===== config.mk =====
export PLATFORM = sky130hd
export DESIGN_NAME = wdog_timer
export DESIGN_NICKNAME = d
export VERILOG_FILES = /design/src/rtl/wdog_pkg.sv /design/src/rtl/wdog_ctrl.sv /design/src/rtl/wdog_datapath.sv /design/src/rtl/wdog_pulse.sv /design/src/rtl/wdog_timer.sv
export SDC_FILE = /design/constraint.sdc
export NUM_CORES = 1
export LEC_CHECK = 0
export BUFFER_PORTS_ARGS = -buffer_cell sky130_fd_sc_hd__buf_2
export CAP_MARGIN = 20
export CORE_UTILIZATION = 36
export CTS_BUF_LIST = sky130_fd_sc_hd__clkbuf_4
export DETAILED_ROUTE_END_ITERATION = 10
export GPL_ROUTABILITY_DRIVEN = 0
export PLACE_DENSITY = 0.66
export SETUP_SLACK_MARGIN = 0.02
export SLEW_MARGIN = 10
export SYNTH_ARGS = -nofsm -noshare
export SYNTH_HDL_FRONTEND = slang
export SYNTH_HIERARCHICAL = 1
export SYNTH_SLANG_ARGS = --single-unit

===== constraint.sdc =====
create_clock -name clk -period 4.9 [get_ports clk]
set_input_delay 0 -clock clk [delete_from_list [all_inputs] [get_ports clk]]
set_output_delay 0 -clock clk [all_outputs]
set_load 0.01 [all_outputs]

===== src/rtl/wdog_pkg.sv =====
package wdog_pkg;
  localparam int CNT_W = 10;

  typedef struct packed {
    logic             reload;   // trigger: restart countdown
    logic             countEn;  // prescaler and countdown may advance
    logic [CNT_W-1:0] timeout;  // value to load on reload
  } wdogStb_t;
endpackage


===== src/rtl/wdog_ctrl.sv =====
module wdog_ctrl
  import wdog_pkg::*;
#(
  parameter logic [CNT_W-1:0] DEF_TIMEOUT = 10'd60
) (
  input  logic             clk,
  input  logic             porRstN,
  input  logic             sysRstN,
  input  logic             funcEn,
  input  logic             winEn,
  input  logic             busSel,
  input  logic             busWrite,
  input  logic [2:0]       busAddr,
  input  logic [31:0]      busWdata,
  output logic [31:0]      busRdata,
  input  logic             expire,
  input  logic [CNT_W-1:0] remain,
  output wdogStb_t         stb,
  output logic             runBit,
  output logic             firedBit,
  output logic             pwrSel
);
  logic             accOk;
  logic             wrCtl;
  logic             wrTo;
  logic             rdOk;
  logic [CNT_W-1:0] timeoutReg;
  logic [21:0]      wdataUnused;

  assign wdataUnused = busWdata[31:10];

  assign accOk = funcEn & winEn & busSel & (busAddr[1:0] == 2'b00);
  assign wrCtl = accOk & busWrite & ~busAddr[2];
  assign wrTo  = accOk & busWrite & busAddr[2];
  assign rdOk  = accOk & ~busWrite;

  // run bit and action select live in the system-reset domain
  always_ff @(posedge clk or negedge sysRstN) begin
    if (!sysRstN) begin
      runBit     <= 1'b0;
      pwrSel     <= 1'b0;
      timeoutReg <= DEF_TIMEOUT;
    end else begin
      if (expire)     runBit <= 1'b0;
      else if (wrCtl) runBit <= busWdata[0];
      if (wrCtl)      pwrSel <= busWdata[2];
      if (wrTo && (busWdata[CNT_W-1:0] != '0)) timeoutReg <= busWdata[CNT_W-1:0];
    end
  end

  // fired flag only cleared by power-on reset or software
  always_ff @(posedge clk or negedge porRstN) begin
    if (!porRstN)                   firedBit <= 1'b0;
    else if (expire)                firedBit <= 1'b1;
    else if (wrCtl && busWdata[1])  firedBit <= 1'b0;
  end

  always_comb begin
    stb.reload  = wrCtl & busWdata[7];
    stb.countEn = runBit & funcEn;
    stb.timeout = timeoutReg;
  end

  always_comb begin
    busRdata = '0;
    if (rdOk) begin
      if (busAddr[2]) begin
        busRdata[CNT_W-1:0]   = timeoutReg;
        busRdata[16+:CNT_W]   = remain;
      end else begin
        busRdata[0] = runBit;
        busRdata[1] = firedBit;
        busRdata[2] = pwrSel;
        busRdata[3] = ~runBit;
      end
    end
  end
endmodule


===== src/rtl/wdog_datapath.sv =====
module wdog_datapath
  import wdog_pkg::*;
#(
  parameter int unsigned      TICK_DIV    = 200_000_000,
  parameter logic [CNT_W-1:0] DEF_TIMEOUT = 10'd60
) (
  input  logic             clk,
  input  logic             sysRstN,
  input  wdogStb_t         stb,
  output logic [CNT_W-1:0] remain,
  output logic             expire
);
  localparam int PRE_W = (TICK_DIV > 1) ? $clog2(TICK_DIV) : 1;
  localparam logic [PRE_W-1:0] PRE_LAST = PRE_W'(TICK_DIV - 1);

  logic [PRE_W-1:0] preCnt;
  logic             tick;

  assign tick   = stb.countEn & ~stb.reload & (preCnt == PRE_LAST);
  assign expire = tick & (remain == CNT_W'(1));

  always_ff @(posedge clk or negedge sysRstN) begin
    if (!sysRstN)                preCnt <= '0;
    else if (stb.reload)         preCnt <= '0;
    else if (stb.countEn)        preCnt <= (preCnt == PRE_LAST) ? '0 : preCnt + 1'b1;
  end

  always_ff @(posedge clk or negedge sysRstN) begin
    if (!sysRstN)                       remain <= DEF_TIMEOUT;
    else if (stb.reload)                remain <= stb.timeout;
    else if (tick && (remain != '0))    remain <= remain - 1'b1;
  end
endmodule


===== src/rtl/wdog_pulse.sv =====
module wdog_pulse #(
  parameter int unsigned PULSE_LEN = 16
) (
  input  logic clk,
  input  logic porRstN,
  input  logic expire,
  input  logic pwrSel,
  output logic rstReq,
  output logic pwrOffReq
);
  localparam int PW = $clog2(PULSE_LEN + 1);

  logic [PW-1:0] pulseCnt;
  logic          selLatch;

  // power-on domain so the pulse outlives the reset it causes
  always_ff @(posedge clk or negedge porRstN) begin
    if (!porRstN) begin
      pulseCnt <= '0;
      selLatch <= 1'b0;
    end else if (expire) begin
      pulseCnt <= PW'(PULSE_LEN);
      selLatch <= pwrSel;
    end else if (pulseCnt != '0) begin
      pulseCnt <= pulseCnt - 1'b1;
    end
  end

  assign rstReq    = (pulseCnt != '0) & ~selLatch;
  assign pwrOffReq = (pulseCnt != '0) &  selLatch;
endmodule


===== src/rtl/wdog_timer.sv =====
module wdog_timer
  import wdog_pkg::*;
#(
  parameter int unsigned      TICK_DIV    = 200_000_000,
  parameter int unsigned      PULSE_LEN   = 16,
  parameter logic [CNT_W-1:0] DEF_TIMEOUT = 10'd60
) (
  input  logic        clk,
  input  logic        porRstN,
  input  logic        sysRstN,
  input  logic        funcEn,
  input  logic        winEn,
  input  logic        busSel,
  input  logic        busWrite,
  input  logic [2:0]  busAddr,
  input  logic [31:0] busWdata,
  output logic [31:0] busRdata,
  output logic        rstReq,
  output logic        pwrOffReq
);
  wdogStb_t         stb;
  logic             expire;
  logic [CNT_W-1:0] remain;
  logic             runBit;
  logic             firedBit;
  logic             pwrSel;

  wdog_ctrl #(.DEF_TIMEOUT(DEF_TIMEOUT)) u_ctrl (
    .clk(clk), .porRstN(porRstN), .sysRstN(sysRstN),
    .funcEn(funcEn), .winEn(winEn), .busSel(busSel), .busWrite(busWrite),
    .busAddr(busAddr), .busWdata(busWdata), .busRdata(busRdata),
    .expire(expire), .remain(remain), .stb(stb),
    .runBit(runBit), .firedBit(firedBit), .pwrSel(pwrSel)
  );

  wdog_datapath #(.TICK_DIV(TICK_DIV), .DEF_TIMEOUT(DEF_TIMEOUT)) u_dp (
    .clk(clk), .sysRstN(sysRstN), .stb(stb), .remain(remain), .expire(expire)
  );

  wdog_pulse #(.PULSE_LEN(PULSE_LEN)) u_pulse (
    .clk(clk), .porRstN(porRstN), .expire(expire), .pwrSel(pwrSel),
    .rstReq(rstReq), .pwrOffReq(pwrOffReq)
  );
endmodule


==> results.md, run 1 <==
| Metric | This run |
|---|---|
| Most used standard cell by instance count after synthesis | sky130_fd_sc_hd__dfrtp_1 |
| Biggest area consumer among synthesized cells | sky130_fd_sc_hd__dfrtp_1 |
| Status | finished clean |
| Deepest clock path buffer count | 2 |
| Worst hold path cell count | 5 |
| TritonCTS buffer count | 9 |
| Met3 Usage GRT | 4.69% |
| Placed insts | 523 |
| Peak Freq | 402 MHz |
| Final hold violation count | 0 |
| Switching power share of the total | 28.6% |
| Wire length reported by the detailed router | 7650 um |
| CP Launch Type | register |
| I/O pin cnt | 76 |
| Seq cells post-synth | 57 |
| Largest fanout on the critical path | 30 |
| IO buf count | 41 |
| GRT met2 Usage | 27.4% |
| Antenna violations before repair | 0 |
| Count of warnings emitted by yosys | 6 |
| Path category of the worst min-delay check | in -> reg |
| Combinational family with the most area after synthesis | simple AND/OR/NAND/NOR gates |
| Die ar. | 10,200 um2 |
| Mean Syn Cell Area | 9.63 um2 |
| Layout Cell Area excl Fill | 4050 um2 |
| Sw power | 320 uW |
| Root buffer cell | sky130_fd_sc_hd__clkbuf_4 |
| Horiz. Die Dim | 101 um |
| Row count | 35 |
| Post-placement setup slack | 2060 ps |
| Rel. slew slack | 33.5% |
| IR Drop Worst-Case VDD | 0.000166 V |
| Netlist area before placement | 3540 um2 |
| Global-route wire length before repair | 13,400 um |
| Net count, final | 464 |
| Worst r2r path cells | 6 |
| Final Setup Violations | 0 |
| N_diodes | 0 |
| Data required, critical path | 5230 ps |
| Number of standard cells in the final layout excluding fillers | 552 |
| Register area share after synthesis | 40.6% |
| Combinational share of power | 14.1% |
| Max_cap viols | 0 |
| Cell area reported after detailed placement | 3760 um2 |
| Number of different library cells in the post-synthesis netlist | 66 |
| Largest net degree at the start of global routing | 51 |
| Chip Height | 101 um |
| Cell types occupying the most area after synthesis | sky130_fd_sc_hd__dfrtp_1 (35%), sky130_fd_sc_hd__dfstp_2 (5.9%), sky130_fd_sc_hd__mux2_4 (4.2%), sky130_fd_sc_hd__a21oi_1 (4.1%), sky130_fd_sc_hd__and2_1 (3.2%) |
| Sequential share of power | 51.8% |
| Minimum clock period after layout | 2490 ps |
| Top post-synthesis cells by count | sky130_fd_sc_hd__dfrtp_1 (49), sky130_fd_sc_hd__a21oi_1 (29), sky130_fd_sc_hd__nor2_1 (29), sky130_fd_sc_hd__and2_1 (18), sky130_fd_sc_hd__nand2_1 (16) |
| Final sum of negative setup slack | 0 ps |
| Share of the clock period used by the worst path | 50.7% |
| Worst-path clk slew | 100 ps |
| Area fraction in compound gates after synthesis | 16.1% |
| Portion of total power attributed to the clock network | 34.0% |
| Post-synth EDFFs | 0 |
| Arrival time reported for the critical path endpoint | 2810 ps |
| DRC violation count after routing | 0 |
| Total Routing Usage GR | 16.6% |
| Least-Margin Pin Slew | 998 ps |
| Final Skew | 9.62 ps |
| Residual overflow from global routing | 0 |
| Main synth FF type | sky130_fd_sc_hd__dfrtp_1 |
| Starting utilization of the core area | 37.8% |
| Total number of H-tree levels | 3 |
| Fraction of final layout cells with drive strength greater than 1 | 23.4% |
| Worst hold margin | 100 ps |
| Leakage power figure | 0.00187 uW |
| P&R area growth vs syn | 14.3% |
| Setup repair after global routing missed its margin | false |
| # clock sinks | 57 |
| Adder-Cell Fraction of Synth Area | 1.41% |
| Via count of the first global-routing pass | 2,903 |
| Area of the core region | 9370 um2 |
| Post-synthesis xor/xnor area fraction | 1.24% |
| Number of detailed-route iterations in the first pass | 4 |
| Filler cells | 937 |
| Final worst setup slack | 2410 ps |
| Worst-Skew Late Latency | 400 ps |
| Wire per inst | 13.9 um |
| Detail-routed via count per cell | 5.35 |
| Number of DRC markers after the initial detailed-route iteration | 114 |
| Crit Path Category | reg -> reg |
| Internal power | 798 uW |
| Nature of the critical path endpoint | register |
| Share of synthesized area spent on multiplexers | 6.61% |
| Number of setup buffers added after CTS | 0 |
| Basic-gate share of the synthesized area counting and, or, nand and nor cells | 26.8% |
| Final Max Slew Viols | 0 |
| HPWL reported at the end of detailed placement | 5210 um |
| Remaining antenna violation count after routing | 0 |
| Portion of synthesized cell area occupied by the leading cell type | 34.6% |
| Cts repair resizes | 0 |
| Post-synth ARST share | 100% |
| Via total after detailed routing | 2,952 |
| Met1 track demand over resource in global routing | 21.3% |
| GRT busiest layer | met2 |
| Power Dens Cells | 276 nW/um2 |
| Instance count of the mapped netlist | 368 |
| Clock tree from TritonCTS | yes |
power by group through the flow:
| stage | combinational, uW | sequential (uW) | clock [uW] |
|---|---|---|---|
| 2_1_floorplan | 121 | 571 | 0 |
| 3_3_place_gp | 145 | 585 | 0 |
| 3_5_place_dp | 150 | 587 | 0 |
| 4_1_cts | 159 | 578 | 397 |
| 5_1_grt | 177 | 589 | 419 |
| 6_report | 158 | 579 | 380 |
layer usage:
layer / vias to the layer above / routed length, um
met2: 75 / 3750
met3: 9 / 332
met5: - / 0
met1: 1438 / 3510
met4: 0 / 53
li1: 1430 / -
cell usage in the layout, fill, tap and decap left out, types with 8 or more instances in the layout:
master	n
sky130_fd_sc_hd__a21oi_1	29
sky130_fd_sc_hd__a31oi_1	10
sky130_fd_sc_hd__and2_1	18
sky130_fd_sc_hd__and3_1	8
sky130_fd_sc_hd__buf_2	41
sky130_fd_sc_hd__clkbuf_4	9
sky130_fd_sc_hd__conb_1	12
sky130_fd_sc_hd__dfrtp_1	49
sky130_fd_sc_hd__dfstp_2	8
sky130_fd_sc_hd__dlygate4sd3_1	13
sky130_fd_sc_hd__inv_1	15
sky130_fd_sc_hd__mux2_4	10
sky130_fd_sc_hd__nand2_1	16
sky130_fd_sc_hd__nand3_1	10
sky130_fd_sc_hd__nand4_1	10
sky130_fd_sc_hd__nor2_1	29
sky130_fd_sc_hd__nor3_1	9
sky130_fd_sc_hd__o21ai_0	14
path summary, 6_finish.rpt:
path	start	slack [ps]	endpoint
worst max-delay path	u_dp/preCnt[0]$_DFFE_PN0P_	2410	u_dp/preCnt[12]$_DFFE_PN0P_
worst min-delay path	busWrite	100	u_ctrl/firedBit$_DFFE_PN0P_
worst max register to register	u_dp/preCnt[0]$_DFFE_PN0P_	2410	u_dp/preCnt[12]$_DFFE_PN0P_
worst min register to register	u_dp/preCnt[27]$_DFFE_PN0P_	500	u_dp/preCnt[27]$_DFFE_PN0P_
max in group asynchronous	porRstN	4110	u_pulse/pulseCnt[1]$_DFFE_PN0P_
min in group asynchronous	sysRstN	230	u_dp/preCnt[11]$_DFFE_PN0P_
cells by family (layout without fill, tap and decap cells):
logic type / after synthesis / in the layout
multiplexers: 18 / 18
AND/OR/NAND/NOR: 151 / 151
AO/OA/AOI/OAI: 89 / 89
adder cells (fa/ha/maj): 4 / 4
XOR/XNOR: 5 / 5
flip-flops: 57 / 57
buffers and inverters: 43 / 87
other: 1 / 12
layout make-up:
| cell class | count | area (um2) | area share (%) |
|---|---|---|---|
| Timing Repair Buffer | 56 | 350 | 8.66 |
| Inverter | 15 | 56.3 | 1.39 |
| Clock inverter | 7 | 85.1 | 2.10 |
| Clock buffer | 9 | 67.6 | 1.67 |
| Multi-Input combinational cell | 279 | 1890 | 46.7 |
| Sequential cell | 57 | 1440 | 35.5 |
| Tap cell | 129 | 161 | 3.99 |
critical path, stage by stage (launching register included):
cell,delay [ps]
sky130_fd_sc_hd__dfrtp_1,440
sky130_fd_sc_hd__ha_1,260
sky130_fd_sc_hd__and3_1,250
sky130_fd_sc_hd__nand4_4,200
sky130_fd_sc_hd__o21a_1,800
sky130_fd_sc_hd__o21ai_0,230
sky130_fd_sc_hd__a31oi_1,220
stage by stage:
step	util (%)	power [uW]
2_1_floorplan	-	692
3_3_place_gp	40.2	730
3_5_place_dp	40.2	737
4_1_cts	43.2	1130
5_1_grt	43.2	1180
6_report	43.2	1120
state kept, by name, summed over array words and instances, names as in the netlist:
register,flops
u_ctrl/timeoutReg,10
u_ctrl/runBit,1
u_pulse/selLatch,1
u_dp/remain,10
u_ctrl/firedBit,1
u_ctrl/pwrSel,1
u_pulse/pulseCnt,5
u_dp/preCnt,28
what timing repair did:
| item | 4_1_cts | 5_1_grt |
|---|---|---|
| hold endpoints to repair | 62 | 0 |
| setup endpoints to repair | 0 | 0 |
| hold buffers | 13 | 0 |
Power figures use the tool's default switching activity.
==> inputs of run 2 (changes only) <==
ABC_AREA = 1   (was not set)
PLACE_DENSITY = 0.67   (was 0.66)
clock period = 2.1 ns   (was 4.9 ns; I/O delays follow)
==> run 2 against run 1 <==
Clock power rose to 3.0 times the previous value. First-iteration DRC count up 120%. Critical endpoint is now u_pulse/pulseCnt[1]$_DFFE_PN0P_. Routed wire length up 35%. Critical path depth up 3. Global-route usage up 2.7 points. Core utilization up 0.86 points. Fmax up 28%. Largest power group unchanged. Clock skew up 10 ps. Worst hold slack worse by 61 ps.
==> results.md, run 2 <==
| Metric | This run | vs previous |
|---|---|---|
| Status | finished clean |  |
| Portion of total power attributed to the clock network | 33.4% | -0.6 points |
| Cell chain of the critical path | ha_2, nand3_2, nor4_2, nand4_1, nor3_1, buf_4, inv_1, nand3b_1, nand2_1 |  |
| Clock tree from TritonCTS | yes |  |
| Total Routing Usage GR | 19.3% | +2.7 points |
| Register area share after synthesis | 35.7% | -4.8 points |
| Final Skew | 20.0 ps | +10.4 ps |
| Post-synth EDFFs | 0 | unchanged |
| Final hold violation count | 0 | unchanged |
| Source of the worst hold timing path | funcEn |  |
| Biggest area consumer among synthesized cells | sky130_fd_sc_hd__dfrtp_1 |  |
| Commonest cells after routing, fill and taps aside | sky130_fd_sc_hd__nand2_1 (182), sky130_fd_sc_hd__nor2_1 (80), sky130_fd_sc_hd__dfrtp_1 (49), sky130_fd_sc_hd__inv_1 (46), sky130_fd_sc_hd__nand3_1 (46) |  |
| Chip Height | 108 um | +6.4% |
| Biggest regs | u_dp/preCnt (28), u_ctrl/timeoutReg (10), u_dp/remain (10) |  |
| Antenna violations before repair | 1 | +1 |
| Residual overflow from global routing | 0 | unchanged |
| Most used standard cell by instance count after synthesis | sky130_fd_sc_hd__nand2_1 |  |
| I/O pin cnt | 76 | unchanged |
| Wire per inst | 13.0 um | -6.3% |
| Data required, critical path | 2440 ps | -2790 ps |
| Final Setup Violations | 0 | unchanged |
| Horiz. Die Dim | 108 um | +6.4% |
| Via total after detailed routing | 3,935 | +33% |
| Minimum clock period after layout | 1950 ps | -540 ps |
| Worst-Skew Late Latency | 440 ps | +40 ps |
| Post-synth ARST share | 100% | unchanged |
| Net count, final | 693 | +49% |
| Register bank with the most flops | u_dp/preCnt |  |
| Largest net degree at the start of global routing | 51 | unchanged |
| Flip-flop count of the largest register, all copies and words added | 28 | unchanged |
| Total number of H-tree levels | 3 | unchanged |
| Die ar. | 11,600 um2 | +13% |
| DRC violation count after routing | 0 | unchanged |
| Start point of the critical path | u_dp/preCnt[0]$_DFFE_PN0P_ |  |
| Max_cap viols | 0 | unchanged |
| Global-route wire length before repair | 17,300 um | +29% |
| Portion of synthesized cell area occupied by the leading cell type | 30.5% | -4.1 points |
| Via count of the first global-routing pass | 3,698 | +27% |
| P&R area growth vs syn | 18.8% |  |
| Path category of the worst min-delay check | in -> reg |  |
| Wire length reported by the detailed router | 10,300 um | +35% |
| Placed insts | 749 | +43% |
| Arrival time reported for the critical path endpoint | 2280 ps | -530 ps |
| Share of the clock period used by the worst path | 92.7% | +42 points |
| Least-Margin Pin Slew | 640 ps | -358 ps |
| Root buffer cell | sky130_fd_sc_hd__clkbuf_4 |  |
| # clock sinks | 57 | unchanged |
| Remaining antenna violation count after routing | 0 | unchanged |
| Power Dens Cells | 720 nW/um2 | +160% |
| IO buf count | 41 | unchanged |
| CP Launch Type | register |  |
| R2r startpoint | u_dp/preCnt[0]$_DFFE_PN0P_ |  |
| Final Max Slew Viols | 0 | unchanged |
| Seq cells post-synth | 57 | unchanged |
| HPWL reported at the end of detailed placement | 7260 um | +39% |
| Peak Freq | 514 MHz | +28% |
| Number of detailed-route iterations in the first pass | 5 | +1 |
| Count of warnings emitted by yosys | 6 | unchanged |
| Switching power share of the total | 33.3% | +4.7 points |
| IR Drop Worst-Case VDD | 0.000325 V | +96% |
| Number of different library cells in the post-synthesis netlist | 45 | -32% |
| Detail-routed via count per cell | 4.96 | -7.2% |
| Setup repair after global routing missed its margin | true |  |
| Largest fanout on the critical path | 6 | -80% |
| Netlist area before placement | 4020 um2 | +13% |
| Number of standard cells in the final layout excluding fillers | 793 | +44% |
| Rel. slew slack | 57.3% | +24 points |
| Total power | 3440 uW | +210% |
| Combinational share of power | 22.5% | +8.4 points |
| Area of the core region | 10,800 um2 | +16% |
| Mean Syn Cell Area | 6.97 um2 | -28% |
| Worst hold margin | 39.1 ps | -61.2 ps |
| Nature of the critical path endpoint | register |  |
| Row count | 38 | +8.6% |
| TritonCTS buffer count | 9 | unchanged |
| Worst-path clk slew | 100 ps | about the same |
| Cell types occupying the most area after synthesis | sky130_fd_sc_hd__dfrtp_1 (31%), sky130_fd_sc_hd__nand2_1 (17%), sky130_fd_sc_hd__nor2_1 (7.5%), sky130_fd_sc_hd__nand3_1 (5.7%), sky130_fd_sc_hd__dfstp_2 (5.2%) |  |
| Slowest CP cell | sky130_fd_sc_hd__dfrtp_1 |  |
| Deepest clock path buffer count | 2 | unchanged |
| Final core utilization | 44.1% | +0.86 points |
| Leakage power figure | 0.00210 uW | +13% |
| Crit Path Category | reg -> reg |  |
| Instance count of the mapped netlist | 577 | +57% |
| Internal power | 2290 uW | +190% |
| Starting utilization of the core area | 37.1% | -0.71 points |
| Sequential share of power | 44.0% | -7.8 points |
| Main synth FF type | sky130_fd_sc_hd__dfrtp_1 |  |
| Commonest non-fill, non-tap cell in the layout | sky130_fd_sc_hd__nand2_1 |  |
| Sw power | 1140 uW | +260% |
| Top post-synthesis cells by count | sky130_fd_sc_hd__nand2_1 (182), sky130_fd_sc_hd__nor2_1 (80), sky130_fd_sc_hd__dfrtp_1 (49), sky130_fd_sc_hd__inv_1 (47), sky130_fd_sc_hd__nand3_1 (46) |  |
| Fraction of final layout cells with drive strength greater than 1 | 19.5% | -3.9 points |
| Stage delay of the slowest cell on the critical path | 410 ps | -390 ps |
| Final sum of negative setup slack | 0 ps | unchanged |
| Number of DRC markers after the initial detailed-route iteration | 251 | +120% |
## run 2: per-layer routing
layer  track usage [%]  wire length [um]  vias to the layer above
li1                  -                 -                     1950
met1              25.2              4580                     1821
met2              30.1              4830                      135
met3              2.85               556                       29
met4              11.4               327                        0
met5                 0                 0                        -
## run 2: area by class of cell
class	instances	area [um2]
Clock buffer	9	67.6
Antenna cell	1	2.50
Multi-Input combinational cell	455	2260
Clock inverter	7	133
Timing Repair Buffer	72	503
Sequential cell	57	1440
Timing Repair inverter	1	5.00
Inverter	51	198
Tap cell	140	175
Fill cell	1117	6060
## run 2: worst paths after layout
path | end | slack, ps | cells past startpoint
max in group asynchronous | u_pulse/pulseCnt[0]$_DFFE_PN0P_ | 1350 | 3
max reg2reg | u_pulse/pulseCnt[1]$_DFFE_PN0P_ | 150 | 9
min in group asynchronous | u_dp/preCnt[8]$_DFFE_PN0P_ | 200 | 3
min reg2reg | u_pulse/pulseCnt[0]$_DFFE_PN0P_ | 480 | 2
min | u_dp/preCnt[26]$_DFFE_PN0P_ | 40 | 5
max | u_pulse/pulseCnt[1]$_DFFE_PN0P_ | 150 | 9
## run 2: critical path, delay by kind of cell (launching register included)
family                     cells  cell delay [ps]
adders and majority gates      1              250
buffers and inverters          2              290
DFF                            1              410
and+or+nand+nor                6              920
## run 2: logic make-up after synthesis
logic type / share of synthesized area, %
xor gates and xnor gates: 2.83
buffers and inverters: 9.52
and+or+nand+nor: 43.6
DFF: 35.7
AOI/OAI and AO/OA: 6.94
other: 0.0933
adders and majority gates: 1.24
## run 2: repair_timing
| item | 4_1_cts | 5_1_grt |
|---|---|---|
| hold endpoints to repair | 62 | 0 |
| hold buffers | 26 | 0 |
| setup endpoints to repair | 10 | 10 |
| buffers inserted | 0 | 0 |
| gates resized for setup | 1 | 3 |
| gates cloned | 0 | 1 |
## run 2: through the flow
stage / setup WS, ps / instance area (um2)
after global routing: 18.2 / 4780
after detailed placement: -36.6 / 4290
after floorplan: 180 / 4060
after CTS: 43.5 / 4760
after global placement: 93.4 / 4290
final: 154 / 4780
## run 2: power groups by stage
stage	clock network (uW)	registers [uW]	logic [uW]
final	1150	1510	775
after global routing	1230	1540	892
after CTS	1180	1510	763
after detailed placement	0	1520	736
after global placement	0	1520	708
after floorplan	0	1460	599
==> inputs of run 3 (changes only) <==
CORE_UTILIZATION = 30   (was 36)
PLACE_DENSITY = 0.59   (was 0.67)
SLEW_MARGIN = 20   (was 10)
==> run 3 against run 2 <==
Design area shrank 1.0%. Sequential cell count unchanged. Core utilization decreased by 7.2 points. Critical path type is now in -> reg. Critical endpoint is now u_dp/remain[6]$_DFFE_PN0P_. Largest cell class unchanged. Highest routed layer unchanged.
==> results.md, run 3 (synthesis results as in run 2) <==
| Metric | This run | vs previous |
|---|---|---|
| Number of standard cells in the final layout excluding fillers | 824 | +3.9% |
| Status | finished clean |  |
| Wire length reported by the detailed router | 10,700 um | +4.4% |
| Root buffer cell | sky130_fd_sc_hd__clkbuf_4 |  |
| Worst-Skew Late Latency | 420 ps | -20 ps |
| Cell chain of the critical path | dlygate4sd3_1, buf_2, nor2_4, nand4_1, nor2_1, buf_4, inv_1, nand3_1, nand2_1, nand2_1, nand2_1 |  |
| Data required, critical path | 2420 ps | -20 ps |
| Antenna violations before repair | 1 | unchanged |
| Chip Height | 118 um | +9.4% |
| TritonCTS buffer count | 9 | unchanged |
| Largest fanout on the critical path | 21 | +15 |
| Final hold violation count | 0 | unchanged |
| P&R area growth vs syn | 17.6% |  |
| Rel. slew slack | 52.6% | -4.7 points |
| Placed insts | 781 | +4.3% |
| Wire per inst | 13.0 um | +0.45% |
| Starting utilization of the core area | 31.3% | -5.7 points |
| Residual overflow from global routing | 0 | unchanged |
| Row count | 41 | +7.9% |
| Final Max Slew Viols | 0 | unchanged |
| Deepest clock path buffer count | 2 | unchanged |
| Slowest CP cell | sky130_fd_sc_hd__dlygate4sd3_1 |  |
| Share of the clock period used by the worst path | 92.9% | +0.21 points |
| Cell type with the highest occurrence count on the critical path | sky130_fd_sc_hd__nand2_1 |  |
| I/O pin cnt | 76 | unchanged |
| Worst-path clk slew | 110 ps | about the same |
| Clock tree from TritonCTS | yes |  |
| Stage delay of the slowest cell on the critical path | 560 ps | +150 ps |
| Number of DRC markers after the initial detailed-route iteration | 282 | +12% |
| Number of detailed-route iterations in the first pass | 5 | unchanged |
| Commonest cells after routing, fill and taps aside | sky130_fd_sc_hd__nand2_1 (182), sky130_fd_sc_hd__nor2_1 (77), sky130_fd_sc_hd__dfrtp_1 (49), sky130_fd_sc_hd__inv_1 (47), sky130_fd_sc_hd__nand3_1 (46) |  |
| Total number of H-tree levels | 3 | unchanged |
| Detail-routed via count per cell | 4.79 | -3.5% |
| Final Skew | 16.1 ps | -3.93 ps |
| Crit Path Category | in -> reg |  |
| Power Dens Cells | 633 nW/um2 | -12% |
| Via count of the first global-routing pass | 3,818 | +3.2% |
| Remaining antenna violation count after routing | 0 | unchanged |
| Horiz. Die Dim | 118 um | +9.4% |
| Biggest regs | u_dp/preCnt (28), u_ctrl/timeoutReg (10), u_dp/remain (10) |  |
| Fraction of final layout cells with drive strength greater than 1 | 21.0% | +1.6 points |
| Nature of the critical path endpoint | register |  |
| Path category of the worst min-delay check | in -> reg |  |
| Arrival time reported for the critical path endpoint | 2270 ps | about the same |
| HPWL reported at the end of detailed placement | 7590 um | +4.5% |
| Peak Freq | 513 MHz | -0.23% |
| Max_cap viols | 0 | unchanged |
| IO buf count | 41 | unchanged |
| Via total after detailed routing | 3,947 | +0.30% |
| Global-route wire length before repair | 17,900 um | +3.6% |
| Leakage power figure | 0.00209 uW | -0.47% |
| Final Setup Violations | 0 | unchanged |
| CP Launch Type | input port |  |
| Least-Margin Pin Slew | 710 ps | +69.7 ps |
| DRC violation count after routing | 0 | unchanged |
| Area of the core region | 12,800 um2 | +18% |
| IR Drop Worst-Case VDD | 0.000196 V | -40% |
| Setup repair after global routing missed its margin | false |  |
| Flip-flop count of the largest register, all copies and words added | 28 | unchanged |
| Minimum clock period after layout | 1950 ps | +4.40 ps |
| Total Routing Usage GR | 16.0% | -3.3 points |
| Commonest non-fill, non-tap cell in the layout | sky130_fd_sc_hd__nand2_1 |  |
| Largest net degree at the start of global routing | 51 | unchanged |
| Buffers and inverters on the worst path | 4 | +2 |
| Net count, final | 692 | -0.14% |
| Post-placement setup slack | -40.5 ps | -3.88 ps |
| Register bank with the most flops | u_dp/preCnt |  |
| Die ar. | 13,900 um2 | +20% |
| # clock sinks | 57 | unchanged |
| CP delay by family, top | buffers and inverters |  |
| Final worst setup slack | 150 ps | -4.40 ps |
-- run 3: final cells by class --
class | instances | area, um2
repair buffers | 72 | 490
well taps | 172 | 215
diodes | 1 | 2.50
clock inverters | 6 | 35.0
multi-input cells | 455 | 2280
inverters | 51 | 194
clock buffers | 10 | 75.1
fillers | 1366 | 8100
flip-flops and latches | 57 | 1440
-- run 3: report_power, final --
part / internal, uW / switching [uW]
sequential: 1280 / 229
clock: 247 / 443
combinational: 301 / 491
-- run 3: path summary, 6_finish.rpt --
| path | start | end | slack, ps | depth (start not counted) |
|---|---|---|---|---|
| setup / recovery | busAddr[1] | u_dp/remain[6]$_DFFE_PN0P_ | 150 | 11 |
| hold / removal | busAddr[2] | u_ctrl/timeoutReg[1]$_DFFE_PN0P_ | 40 | 5 |
| setup reg to reg | u_dp/preCnt[0]$_DFFE_PN0P_ | u_pulse/pulseCnt[0]$_DFFE_PN0P_ | 200 | 9 |
| hold reg to reg | u_ctrl/timeoutReg[4]$_DFFE_PN1P_ | u_ctrl/timeoutReg[4]$_DFFE_PN1P_ | 480 | 2 |
| max in group asynchronous | porRstN | u_ctrl/firedBit$_DFFE_PN0P_ | 1320 | 3 |
| min in group asynchronous | sysRstN | u_dp/remain[1]$_DFFE_PN0P_ | 220 | 3 |
-- run 3: what timing repair did --
action / CTS / global route
setup endpoints to repair: 13 / 8
buffers inserted: 0 / 6
hold buffers: 21 / 0
endpoints found under the hold margin: 62 / 0
pin swaps: 0 / 1
resized for setup: 3 / 6
-- run 3: through the flow --
step	TNS (ps)	util [%]	hold WS, ps	instance area (um2)	power (uW)
2_1_floorplan	0	-	-296	4060	2060
3_3_place_gp	0	33.8	-155	4330	2240
3_5_place_dp	-164	33.8	-154	4330	2260
4_1_cts	0	36.4	30.6	4670	3000
5_1_grt	0	36.8	40.0	4730	3220
6_report	0	36.8	36.2	4730	2990
-- run 3: layer usage --
layer	wire length (um)	GRT usage, %	up-vias
met5	0	0	-
met4	233	6.97	0
met3	432	3.20	16
met2	5270	26.4	119
met1	4810	20.0	1860
li1	-	-	1952
-- run 3: worst min-delay path: cells and delay by family --
family / cells / cell delay, ps
buffers and inverters: 2 / 240
AND/OR/NAND/NOR: 3 / 190
